===== src/rtl/sync_ref_meas_pkg.sv =====
package sync_ref_meas_pkg;

  typedef struct packed {
    logic hLead;
    logic vLead;
    logic fLead;
  } strobe_t;

  typedef enum logic [2:0] {
    ADDR_STATUS = 3'd0,
    ADDR_HPER   = 3'd1,
    ADDR_H16    = 3'd2,
    ADDR_VLINES = 3'd3,
    ADDR_V2     = 3'd4,
    ADDR_FLINES = 3'd5,
    ADDR_VCLK   = 3'd6
  } reg_addr_e;

  localparam int STAT_HOK  = 0;
  localparam int STAT_VOK  = 1;
  localparam int STAT_HPOL = 3;
  localparam int STAT_VPOL = 4;
  localparam int STAT_FPOL = 5;

endpackage


===== src/rtl/sync_ref_meas_pol.sv =====
module sync_ref_meas_pol #(
  parameter int CW = 21
) (
  input  logic clk,
  input  logic rstN,
  input  logic sIn,
  output logic lead,
  output logic activeHigh
);
  localparam logic [CW-1:0] CMAX = '1;

  logic          sQ, sD;
  logic [CW-1:0] hiCnt, loCnt;
  logic          seen, candOk, lastCand;
  logic          rise, fall, cand;

  assign rise = sQ & ~sD;
  assign fall = ~sQ & sD;
  // short high phase -> active-high pulse
  assign cand = (hiCnt <= loCnt);
  assign lead = activeHigh ? rise : fall;

  always_ff @(posedge clk or negedge rstN) begin
    if (!rstN) begin
      sQ         <= 1'b0;
      sD         <= 1'b0;
      hiCnt      <= '0;
      loCnt      <= '0;
      seen       <= 1'b0;
      candOk     <= 1'b0;
      lastCand   <= 1'b0;
      activeHigh <= 1'b0;
    end else begin
      sD <= sQ;
      sQ <= sIn;
      if (rise) begin
        hiCnt <= CW'(1);
        loCnt <= '0;
        seen  <= 1'b1;
        if (seen) begin
          candOk   <= 1'b1;
          lastCand <= cand;
          if (candOk && (cand == lastCand)) activeHigh <= cand;
        end
      end else if (sQ) begin
        if (hiCnt != CMAX) hiCnt <= hiCnt + CW'(1);
      end else begin
        if (loCnt != CMAX) loCnt <= loCnt + CW'(1);
      end
    end
  end
endmodule


===== src/rtl/sync_ref_meas_ctrl.sv =====
module sync_ref_meas_ctrl
  import sync_ref_meas_pkg::*;
#(
  parameter int CW = 21
) (
  input  logic       clk,
  input  logic       rstN,
  input  logic       hsIn,
  input  logic       vsIn,
  input  logic       fsIn,
  output strobe_t    stb,
  output logic [2:0] polHigh
);
  localparam int NCH = 3;

  logic [NCH-1:0] rawIn;
  logic [NCH-1:0] leadVec;

  assign rawIn = {fsIn, vsIn, hsIn};

  for (genvar i = 0; i < NCH; i++) begin : g_chan
    sync_ref_meas_pol #(.CW(CW)) u_pol (
      .clk       (clk),
      .rstN      (rstN),
      .sIn       (rawIn[i]),
      .lead      (leadVec[i]),
      .activeHigh(polHigh[i])
    );
  end

  assign stb.hLead = leadVec[0];
  assign stb.vLead = leadVec[1];
  assign stb.fLead = leadVec[2];
endmodule


===== src/rtl/sync_ref_meas_dp.sv =====
module sync_ref_meas_dp
  import sync_ref_meas_pkg::*;
#(
  parameter int H_MIN  = 243,
  parameter int H_MAX  = 1890,
  parameter int V_MIN  = 216000,
  parameter int V_MAX  = 1350000,
  parameter int H_AVG  = 16,
  parameter int LINE_W = 12,
  parameter int HCW    = 11,
  parameter int H16W   = 15,
  parameter int VCW    = 21
) (
  input  logic              clk,
  input  logic              rstN,
  input  strobe_t           stb,
  output logic [HCW-1:0]    hPeriod,
  output logic [H16W-1:0]   h16Period,
  output logic [LINE_W-1:0] vLines,
  output logic [LINE_W-1:0] v2Lines,
  output logic [LINE_W-1:0] fLines,
  output logic [VCW-1:0]    vPeriod,
  output logic              hOk,
  output logic              vOk
);
  localparam int IDXW = (H_AVG > 1) ? $clog2(H_AVG) : 1;
  localparam logic [HCW-1:0]    H_LO   = HCW'(H_MIN);
  localparam logic [HCW-1:0]    H_HI   = HCW'(H_MAX);
  localparam logic [VCW-1:0]    V_LO   = VCW'(V_MIN);
  localparam logic [VCW-1:0]    V_HI   = VCW'(V_MAX);
  localparam logic [HCW-1:0]    HSAT   = '1;
  localparam logic [H16W-1:0]   H16SAT = '1;
  localparam logic [VCW-1:0]    VSAT   = '1;
  localparam logic [IDXW-1:0]   IDXEND = IDXW'(H_AVG - 1);

  function automatic logic [LINE_W-1:0] lineAdd(input logic [LINE_W-1:0] c, input logic inc);
    return (inc && (c != {LINE_W{1'b1}})) ? c + LINE_W'(1) : c;
  endfunction

  logic [HCW-1:0]    hCnt;
  logic [H16W-1:0]   h16Cnt;
  logic [IDXW-1:0]   hIdx;
  logic              hSeen;
  logic [VCW-1:0]    vCnt;
  logic              vSeen, vHalf;
  logic [LINE_W-1:0] vLineCnt, v2Cnt;
  logic              fSeen;
  logic [LINE_W-1:0] fLineCnt;

  // line clock counting, 16-line sum, line validity
  always_ff @(posedge clk or negedge rstN) begin
    if (!rstN) begin
      hCnt      <= '0;
      h16Cnt    <= '0;
      hIdx      <= '0;
      hSeen     <= 1'b0;
      hPeriod   <= '0;
      h16Period <= '0;
      hOk       <= 1'b0;
    end else if (stb.hLead) begin
      hCnt  <= HCW'(1);
      hSeen <= 1'b1;
      if (hSeen) begin
        hPeriod <= hCnt;
        hOk     <= (hCnt >= H_LO) && (hCnt <= H_HI);
        if (hIdx == IDXEND) begin
          h16Period <= h16Cnt;
          h16Cnt    <= H16W'(1);
          hIdx      <= '0;
        end else begin
          hIdx <= hIdx + IDXW'(1);
          if (h16Cnt != H16SAT) h16Cnt <= h16Cnt + H16W'(1);
        end
      end else begin
        h16Cnt <= H16W'(1);
        hIdx   <= '0;
      end
    end else begin
      if (hCnt > H_HI) hOk <= 1'b0;
      if (hCnt != HSAT) hCnt <= hCnt + HCW'(1);
      if (h16Cnt != H16SAT) h16Cnt <= h16Cnt + H16W'(1);
    end
  end

  // frame clock counting and frame validity
  always_ff @(posedge clk or negedge rstN) begin
    if (!rstN) begin
      vCnt    <= '0;
      vSeen   <= 1'b0;
      vPeriod <= '0;
      vOk     <= 1'b0;
    end else if (stb.vLead) begin
      vCnt  <= VCW'(1);
      vSeen <= 1'b1;
      if (vSeen) begin
        vPeriod <= vCnt;
        vOk     <= (vCnt >= V_LO) && (vCnt <= V_HI);
      end
    end else begin
      if (vCnt > V_HI) vOk <= 1'b0;
      if (vCnt != VSAT) vCnt <= vCnt + VCW'(1);
    end
  end

  // lines per frame, per two frames
  always_ff @(posedge clk or negedge rstN) begin
    if (!rstN) begin
      vLineCnt <= '0;
      v2Cnt    <= '0;
      vHalf    <= 1'b0;
      vLines   <= '0;
      v2Lines  <= '0;
    end else if (stb.vLead) begin
      vLineCnt <= '0;
      if (vSeen) vLines <= lineAdd(vLineCnt, stb.hLead);
      if (!vSeen) begin
        v2Cnt <= '0;
        vHalf <= 1'b0;
      end else if (vHalf) begin
        v2Lines <= lineAdd(v2Cnt, stb.hLead);
        v2Cnt   <= '0;
        vHalf   <= 1'b0;
      end else begin
        v2Cnt <= lineAdd(v2Cnt, stb.hLead);
        vHalf <= 1'b1;
      end
    end else begin
      vLineCnt <= lineAdd(vLineCnt, stb.hLead);
      v2Cnt    <= lineAdd(v2Cnt, stb.hLead);
    end
  end

  // lines per field
  always_ff @(posedge clk or negedge rstN) begin
    if (!rstN) begin
      fLineCnt <= '0;
      fSeen    <= 1'b0;
      fLines   <= '0;
    end else if (stb.fLead) begin
      fLineCnt <= '0;
      fSeen    <= 1'b1;
      if (fSeen) fLines <= lineAdd(fLineCnt, stb.hLead);
    end else begin
      fLineCnt <= lineAdd(fLineCnt, stb.hLead);
    end
  end
endmodule


===== src/rtl/sync_ref_meas.sv =====
module sync_ref_meas
  import sync_ref_meas_pkg::*;
#(
  parameter int H_MIN  = 243,
  parameter int H_MAX  = 1890,
  parameter int V_MIN  = 216000,
  parameter int V_MAX  = 1350000,
  parameter int H_AVG  = 16,
  parameter int LINE_W = 12,
  parameter int DATA_W = 32
) (
  input  logic              clk,
  input  logic              rstN,
  input  logic              hsIn,
  input  logic              vsIn,
  input  logic              fsIn,
  input  logic [2:0]        rdAddr,
  output logic [DATA_W-1:0] rdData,
  output logic              refLost
);
  localparam int HCW  = $clog2(H_MAX + 2);
  localparam int H16W = $clog2(H_AVG * (H_MAX + 1) + 1);
  localparam int VCW  = $clog2(V_MAX + 2);
  localparam int PCW  = VCW;

  strobe_t           stb;
  logic [2:0]        polHigh;
  logic [HCW-1:0]    hPeriod;
  logic [H16W-1:0]   h16Period;
  logic [LINE_W-1:0] vLines, v2Lines, fLines;
  logic [VCW-1:0]    vPeriod;
  logic              hOk, vOk;
  logic [DATA_W-1:0] statusWord, rdNext;

  sync_ref_meas_ctrl #(.CW(PCW)) u_ctrl (
    .clk    (clk),
    .rstN   (rstN),
    .hsIn   (hsIn),
    .vsIn   (vsIn),
    .fsIn   (fsIn),
    .stb    (stb),
    .polHigh(polHigh)
  );

  sync_ref_meas_dp #(
    .H_MIN(H_MIN), .H_MAX(H_MAX), .V_MIN(V_MIN), .V_MAX(V_MAX),
    .H_AVG(H_AVG), .LINE_W(LINE_W), .HCW(HCW), .H16W(H16W), .VCW(VCW)
  ) u_dp (
    .clk      (clk),
    .rstN     (rstN),
    .stb      (stb),
    .hPeriod  (hPeriod),
    .h16Period(h16Period),
    .vLines   (vLines),
    .v2Lines  (v2Lines),
    .fLines   (fLines),
    .vPeriod  (vPeriod),
    .hOk      (hOk),
    .vOk      (vOk)
  );

  always_comb begin
    statusWord            = '0;
    statusWord[STAT_HOK]  = hOk;
    statusWord[STAT_VOK]  = vOk;
    statusWord[STAT_HPOL] = polHigh[0];
    statusWord[STAT_VPOL] = polHigh[1];
    statusWord[STAT_FPOL] = polHigh[2];
  end

  always_comb begin
    case (rdAddr)
      ADDR_STATUS: rdNext = statusWord;
      ADDR_HPER:   rdNext = DATA_W'(hPeriod);
      ADDR_H16:    rdNext = DATA_W'(h16Period);
      ADDR_VLINES: rdNext = DATA_W'(vLines);
      ADDR_V2:     rdNext = DATA_W'(v2Lines);
      ADDR_FLINES: rdNext = DATA_W'(fLines);
      ADDR_VCLK:   rdNext = DATA_W'(vPeriod);
      default:     rdNext = '0;
    endcase
  end

  always_ff @(posedge clk or negedge rstN) begin
    if (!rstN) rdData <= '0;
    else       rdData <= rdNext;
  end

  assign refLost = ~(hOk & vOk);
endmodule


===== config.mk =====
export PLATFORM = sky130hd
export DESIGN_NAME = sync_ref_meas
export DESIGN_NICKNAME = d
export VERILOG_FILES = /design/src/rtl/sync_ref_meas_pkg.sv /design/src/rtl/sync_ref_meas_pol.sv /design/src/rtl/sync_ref_meas_ctrl.sv /design/src/rtl/sync_ref_meas_dp.sv /design/src/rtl/sync_ref_meas.sv
export SDC_FILE = /design/constraint.sdc
export NUM_CORES = 1
export LEC_CHECK = 0
export BUFFER_PORTS_ARGS = -buffer_cell sky130_fd_sc_hd__clkbuf_2
export CAP_MARGIN = 20
export CORE_ASPECT_RATIO = 1.4
export CORE_UTILIZATION = 59
export CTS_BUF_LIST = sky130_fd_sc_hd__clkbuf_8
export DETAILED_ROUTE_END_ITERATION = 10
export PLACE_DENSITY = 0.76
export SLEW_MARGIN = 15
export SYNTH_ARGS = -nofsm -noshare
export SYNTH_HDL_FRONTEND = slang
export SYNTH_SLANG_ARGS = --single-unit

===== constraint.sdc =====
create_clock -name clk -period 2.1 [get_ports clk]
set_input_delay 0.105 -clock clk [delete_from_list [all_inputs] [get_ports clk]]
set_output_delay 0.105 -clock clk [all_outputs]
set_load 0.02 [all_outputs]

==> results of run 1 <==
## stage by stage
stage / instance area [um^2] / TNS [ps] / util [%]
final: 21300 / -246 / 71.5
after global routing: 21300 / -1100 / 71.5
after CTS: 21000 / -77.9 / 70.3
after detailed placement: 19600 / -625 / 65.5
after global placement: 19600 / -147 / 65.5
after floorplan: 17900 / 0 / -
## worst max-delay path by stage
stage	from	endpoint	slack, ps	cells after the start
after floorplan	u_ctrl.g_chan[2].u_pol.hiCnt[8]	u_ctrl.g_chan[2].u_pol.activeHigh	30	7
after global routing	u_ctrl.g_chan[2].u_pol.loCnt[9]	u_ctrl.g_chan[2].u_pol.lastCand	-280	8
after global placement	u_ctrl.g_chan[0].u_pol.loCnt[15]	u_ctrl.g_chan[0].u_pol.activeHigh	-70	9
final	u_ctrl.g_chan[2].u_pol.loCnt[9]	u_ctrl.g_chan[2].u_pol.lastCand	-110	8
after detailed placement	u_ctrl.g_chan[2].u_pol.hiCnt[8]	u_ctrl.g_chan[2].u_pol.activeHigh	-180	7
after CTS	u_ctrl.g_chan[2].u_pol.loCnt[8]	u_ctrl.g_chan[2].u_pol.lastCand	-50	8
## state kept, by name (all words and copies together) (netlist names), 12 cells and up
register and flops:
u_dp.vPeriod 21, u_dp.fLineCnt 12, u_ctrl.g_chan.u_pol.loCnt 63, u_dp.v2Cnt 12, u_dp.vCnt 21, u_dp.fLines 12
u_dp.vLines 12, u_ctrl.g_chan.u_pol.hiCnt 63, u_dp.h16Period 15, u_dp.v2Lines 12, rdData 21, u_dp.h16Cnt 15
u_dp.vLineCnt 12
## where the power goes
part	switching (mW)	internal, mW	total (mW)
registers	0.677	7.21	7.89
clock network	2.75	3.38	6.13
logic	1.86	1.31	3.16
total	5.29	11.9	17.2
## routing by layer
layer / share of wire (%) / vias up / track usage [%]
met5: 0 / - / 0
met4: 4.7 / 0 / 14.2
met3: 3.8 / 149 / 3.99
met2: 52 / 394 / 51.5
met1: 39 / 7379 / 34.5
li1: - / 6923 / -
## cell usage in the layout, fill, tap and decap left out, types with 8 or more instances in the layout
cell | Yosys | final
a21o_1 | 9 | 9
a21oi_1 | 70 | 67
a31oi_1 | 19 | 19
and2_1 | 9 | 8
and3_1 | 46 | 44
and4_1 | 23 | 22
buf_12 | 0 | 8
buf_4 | 13 | 179
clkbuf_2 | 0 | 28
clkbuf_8 | 0 | 77
clkinv_2 | 0 | 11
conb_1 | 1 | 11
dfrtp_1 | 341 | 341
ha_1 | 78 | 67
ha_4 | 0 | 9
inv_1 | 85 | 88
inv_2 | 2 | 8
mux2_1 | 10 | 10
mux2_2 | 35 | 35
mux2i_1 | 26 | 26
nand2_1 | 185 | 185
nand2b_1 | 16 | 16
nand3_1 | 86 | 84
nand4_1 | 62 | 62
nor2_1 | 199 | 195
nor3_1 | 42 | 40
nor3b_1 | 9 | 9
nor4_1 | 13 | 8
o21ai_0 | 98 | 91
o21ai_1 | 5 | 12
o31ai_1 | 9 | 9
or3_1 | 16 | 14
xnor2_1 | 60 | 60
xor2_1 | 70 | 70
## final cells by class
class                   count  area (um^2)
fillers                  2129         8500
multi-input cells        1337         9030
clock inverters            23          138
flip-flops and latches    341         8530
well taps                 385          482
clock buffers              77         1060
repair buffers            227         1780
inverters                  87          327
## cells by family after synthesis
kind of cell               count (synthesis)
muxes                                     75
and+or+nand+nor                          746
AOI/OAI and AO/OA                        297
DFF                                      341
xor gates and xnor gates                 130
adders and majority gates                 78
buffers and inverters                    165
other                                      1
## timing repair
action                                  in CTS  in global routing
setup buffers                               11                 12
endpoints found under the setup margin       7                 53
hold endpoints to repair                   291                  0
pin swaps                                   15                 32
gates resized for setup                     18                 54
hold buffers                                 6                  0
==> qor.yml, run 1 <==
logic_synthesis:
  synth_top_family_by_area: "simple AND/OR/NAND/NOR gates"
  avgSynthCellArea_um2: 9.75
  yosysSeqAreaShare_pct: 47.8
  synth.top_cell.area_share_pct: 47.8
  ys_top_cells_by_area: "dfrtp_1, ha_1, nor2_1"
  yosys.area.top_type: "dfrtp_1"
  synth_common_cells: "dfrtp_1, nor2_1, nand2_1"
  async_reset_ff_share_pct: 100
  synthMuxAreaShare_pct: 4.80
  syn-cell-area_um2: 17900
  synth_cells: 1833
  synthMostInstantiatedCell: "dfrtp_1"
  yosys_warnings: 0
  synth_flop_cell: "dfrtp_1"
  synthAdderAreaFrac_pct: 5.46
  synth-seq-cells: 341
  yosys.area_share.simple_pct: 20.8
  synth_compound_area_share_pct: 10.9
  synth_edf_count: 0
  synthXorXnorAreaFrac_pct: 6.37
  synth_cell_types: 87
detailed_routing:
  totalWireLength_um: 44300
  drtPass1Iterations: 5
  drt_iter0_markers: 991
  num_vias: 14800
  vias_per_cell: 5.99
  drc: 0
  wl_per_cell_um: 17.9
  antenna_left: 0
placed_design:
  gp_congestion: 0.909
  dpl.cell_count: 2348
  place_ws_ps: -177
  dp_hpwl_um: 30600
  port_buffers: 29
cts:
  htreeDepth: 2
  numCtsBuffers: 54
  clock-sinks: 341
  root_buffer: "clkbuf_8"
  clkTransAtPathRegs_ps: 60
  tritoncts: "built"
  worstSkewPairLatency_ps: 630
  max-clock-path-buffers: 3
worst_setup_path:
  r2r_cells: 8
  crit-reg2reg-launch: "u_ctrl.g_chan[2].u_pol.loCnt[9]"
  endpoint_kind: "flip-flop"
  required_ps: 2640
  cpLargestDelayFamily: "compound AO/OA/AOI/OAI gates"
  cp_num_buf_inv: 1
  cp_cell_sequence: "inv_2 > ha_4 > o21ai_1 > o22ai_1 > or4_4 > a2111oi_4 > a21oi_1 > o21ai_1"
  critPathKind: "reg2reg"
  path_max_fanout: 3
  critPathLaunchType: "flip-flop"
  rrSetupSlack_ps: -110
  cp_data_arrival_time_ps: 2750
  slowest_delay_ps: 440
  critPathSlowestCell: "or4_4"
  r2r-end: "u_ctrl.g_chan[2].u_pol.lastCand"
  critPathMostFrequentCell: "o21ai_1"
floorplanning:
  dieArea_um2: 31000
  die_w_um: 149
  die_h_um: 208
  start_util_pct: 59.9
  io_pins: 41
  coreArea_um2: 29800
  rows: 75
timing:
  clock_skew_ps: 26.6
  final.setup.worst_slack_ps: -115
  worst_pin_slew_ps: 656
  finalHoldViolations: 0
  fmax_mhz: 452
  rsz0062_at_grt: "yes"
  hold_slack_ps: 93.6
  finalCritPeriodShare_pct: 105
  report.final.setup_viol: 4
  fin_crit_ps: 2210
  final_max_slew_viol_count: 0
  max_slew_margin_pct: 56.3
global_routing:
  grt_pass1_vias: 15200
  grt_overflow_total: 0
  grt_max_degree: 76
  grt_usage_pct: 29.2
  grt_pass1_wl_um: 72800
  antenna_found_initial: 0
layout:
  final_cells: 2477
  area_delta_synth_final_pct: 19.5
  fin_nets: 2134
  drive_above_1_share_pct: 20.6
  antennaDiodeCount: 0
job:
  maxCapViolations: 0
pwr:
  power_density_nw_per_um2: 805
  irDropWorstVdd_mv: 0.730
  power.total_mw: 17.2
  p_leak_nw: 9.97
run_status:
  status: "complete, but fails checks"
  violations: "setup timing"
min_path:
  hp-class: "in2async"
Note: power is estimated with default switching activity, not from simulation.
==> run 2, diff against run 1 <==
Settings changed: CORE_UTILIZATION 59 to 48, PLACE_DENSITY 0.76 to 0.61.
Clock period 2.1 ns to 2.2 ns, I/O delays scaled along.
==> qor.yml, run 2 (synthesis gave the netlist of run 1 again) <==
worst_setup_path:
  critPathKind: "reg2reg"  # unchanged
  startpoint: "u_ctrl.g_chan[2].u_pol.loCnt[8]"  # was u_ctrl.g_chan[2].u_pol.loCnt[9]
  rrSetupSlack_ps: -50  # was -110 ps
  crit_end: "u_ctrl.g_chan[2].u_pol.lastCand"  # unchanged
  crit-reg2reg-launch: "u_ctrl.g_chan[2].u_pol.loCnt[8]"  # was u_ctrl.g_chan[2].u_pol.loCnt[9]
  slowest_delay_ps: 450  # was 440 ps
  cpLargestDelayFamily: "compound AO/OA/AOI/OAI gates"  # unchanged
  path_max_fanout: 2  # was 3
  crit_cells: 9  # was 8
  cp_data_arrival_time_ps: 2790  # was 2750 ps
  critPathLaunchType: "flip-flop"  # unchanged
  cp_cell_sequence: "inv_2 > ha_4 > a211oi_2 > o22ai_1 > or4_4 > a2111oi_4 > buf_4 > a21oi_1 > o21ai_1"  # was inv_2 > ha_4 > o21ai_1 > o22ai_1 > or4_4 > a2111oi_4 > a21oi_1 > o21ai_1
  endpoint_kind: "flip-flop"  # unchanged
  r2r-end: "u_ctrl.g_chan[2].u_pol.lastCand"  # unchanged
  r2r_cells: 9  # was 8
  cp_num_buf_inv: 2  # was 1
  required_ps: 2740  # was 2640 ps
  critPathSlowestCell: "or4_4"  # unchanged
timing:
  finalCritPeriodShare_pct: 102  # was 105%
  max_slew_margin_pct: 49.4  # was 56.3%
  finalHoldViolations: 0  # unchanged
  report.final.setup_viol: 2  # was 4
  fin_crit_ps: 2250  # was 2210 ps
  final.setup.worst_slack_ps: -50.8  # was -115 ps
  fmax_mhz: 444  # was 452 MHz
  final_max_slew_viol_count: 0  # unchanged
  rsz0062_at_grt: "yes"  # unchanged
  clock_skew_ps: 32.8  # was 26.6 ps
  worst_pin_slew_ps: 759  # was 656 ps
cts:
  root_buffer: "clkbuf_8"  # unchanged
  worstSkewPairLatency_ps: 640  # was 630 ps
  htreeDepth: 2  # unchanged
  clock-sinks: 341  # unchanged
  max-clock-path-buffers: 3  # unchanged
  clkTransAtPathRegs_ps: 60  # about the same
  numCtsBuffers: 55  # was 54
  tritoncts: "built"  # unchanged
layout:
  fillers: 3246  # was 2,129
  sequential_cell_area_um2: 8530  # about the same
  area_delta_synth_final_pct: 16.5  # was 19.5%
  reg_top3: "u_ctrl.g_chan.u_pol.hiCnt (63), u_ctrl.g_chan.u_pol.loCnt (63)"  # unchanged
  fin_nets: 2094  # was 2,134
  final_cell_mix: "dfrtp_1, nor2_1, nand2_1"  # unchanged
  drive_above_1_share_pct: 17.3  # was 20.6%
  final_cell_area_um2: 20800  # was 21,300 um^2
  final_common_cell: "dfrtp_1"  # unchanged
  antennaDiodeCount: 0  # unchanged
  multi_input_area_um2: 8840  # was 9030 um^2
detailed_routing:
  drc: 0  # unchanged
  vias_per_cell: 5.59  # was 5.99
  antenna_left: 0  # unchanged
  wl_per_cell_um: 17.0  # was 17.9 um
  totalWireLength_um: 42600  # was 44,300 um
  num_vias: 14100  # was 14,800
  drt_iter0_markers: 757  # was 991
  drtPass1Iterations: 5  # unchanged
floorplanning:
  coreArea_um2: 36700  # was 29,800 um^2
  die_w_um: 165  # was 149 um
  io_pins: 41  # unchanged
  rows: 83  # was 75
  start_util_pct: 48.7  # was 59.9%
  die_h_um: 230  # was 208 um
  dieArea_um2: 38000  # was 31,000 um^2
placed_design:
  gp_congestion: 0.888  # was 0.909
  port_buffers: 29  # unchanged
  dp_hpwl_um: 30400  # was 30,600 um
  dpl_cell_area_um2: 19400  # was 19,600 um^2
  place_ws_ps: -212  # was -177 ps
pwr:
  irDropWorstVdd_mv: 0.751  # was 0.730 mV
  power.total_mw: 15.9  # was 17.2 mW
  p_leak_nw: 9.70  # was 9.97 nW
  power_density_nw_per_um2: 762  # was 805 nW/um^2
global_routing:
  antenna_found_initial: 0  # unchanged
  grt_usage_pct: 23.3  # was 29.2%
  grt_overflow_total: 0  # unchanged
  grt_max_degree: 129  # was 76
  grt_pass1_vias: 14000  # was 15,200
  grt_pass1_wl_um: 70900  # was 72,800 um
run_status:
  status: "complete, but fails checks"  # unchanged
  violations: "setup timing"  # unchanged
job:
  maxCapViolations: 0  # unchanged
min_path:
  hp-class: "in2async"  # unchanged
==> run 2: cell types whose count changed in the layout (fill, tap and decap cells not counted), moves of 4 or more <==
cell	delta
clkinv_2	-6
o21ai_0	+5
inv_1	+11
ha_1	+7
buf_12	-4
clkbuf_8	-8
ha_4	-5
buf_4	-35
o21ai_1	-5
==> run 2: cell type report <==
type / count / share of cell area, %
clock buffers: 69 / 4.56
clock inverters: 27 / 0.788
inverters: 87 / 1.57
multi-input cells: 1337 / 42.5
flip-flops and latches: 341 / 41.0
well taps: 467 / 2.81
repair buffers: 186 / 6.77
==> run 2: worst min-delay path by stage <==
stage	startpoint	end	slack, ps	cells past startpoint
floorplan	rstN	rdData[0]	-190	0
global placement	fsIn	u_ctrl.g_chan[2].u_pol.sQ	220	1
detailed placement	rstN	u_ctrl.g_chan[0].u_pol.loCnt[14]	220	2
CTS	vsIn	u_ctrl.g_chan[1].u_pol.sQ	90	2
global route	fsIn	u_ctrl.g_chan[2].u_pol.sQ	110	2
finish	rstN	u_ctrl.g_chan[0].u_pol.loCnt[14]	120	3
==> run 2: report_power, final <==
group | total [mW] | internal, mW | switching [mW]
clock | 5.56 | 2.95 | 2.61
combinational | 2.74 | 1.12 | 1.62
sequential | 7.57 | 6.89 | 0.680
total | 15.9 | 10.9 | 4.92
==> run 2: timing repair <==
| action | in CTS | in global routing |
|---|---|---|
| buffers inserted | 0 | 13 |
| hold endpoints to repair | 359 | 0 |
| hold buffers | 7 | 0 |
| resized for setup | 6 | 30 |
| pin swaps | 1 | 23 |
| endpoints found under the setup margin | 3 | 55 |
| gates cloned | 0 | 0 |
==> run 2: per-layer routing <==
metal | track usage [%] | up-vias | routed length [um]
li1 | - | 6840 | -
met1 | 29.0 | 6863 | 18200
met2 | 40.3 | 260 | 21600
met3 | 3.08 | 99 | 1450
met4 | 9.09 | 0 | 1490
met5 | 0 | - | 0
==> run 2: worst register-to-register path, delay by kind of cell, from the launching register on <==
family	cells	cell delay (ps)
compound gates	5	890
simple gates	1	450
flops	1	380
buf+inv	2	260
fa+ha+maj	1	200
==> run 2: through the flow <==
| step | hold slack (ps) | std cells | utilization (%) | TNS [ps] |
|---|---|---|---|---|
| after global placement | 218 | 2398 | 52.8 | -264 |
| final | 121 | 2514 | 56.8 | -71.0 |
| after floorplan | -186 | 1843 | - | 0 |
| after CTS | 87.1 | 2501 | 56.2 | -4.12 |
| after detailed placement | 220 | 2398 | 52.8 | -456 |
| after global routing | 110 | 2514 | 56.8 | -297 |
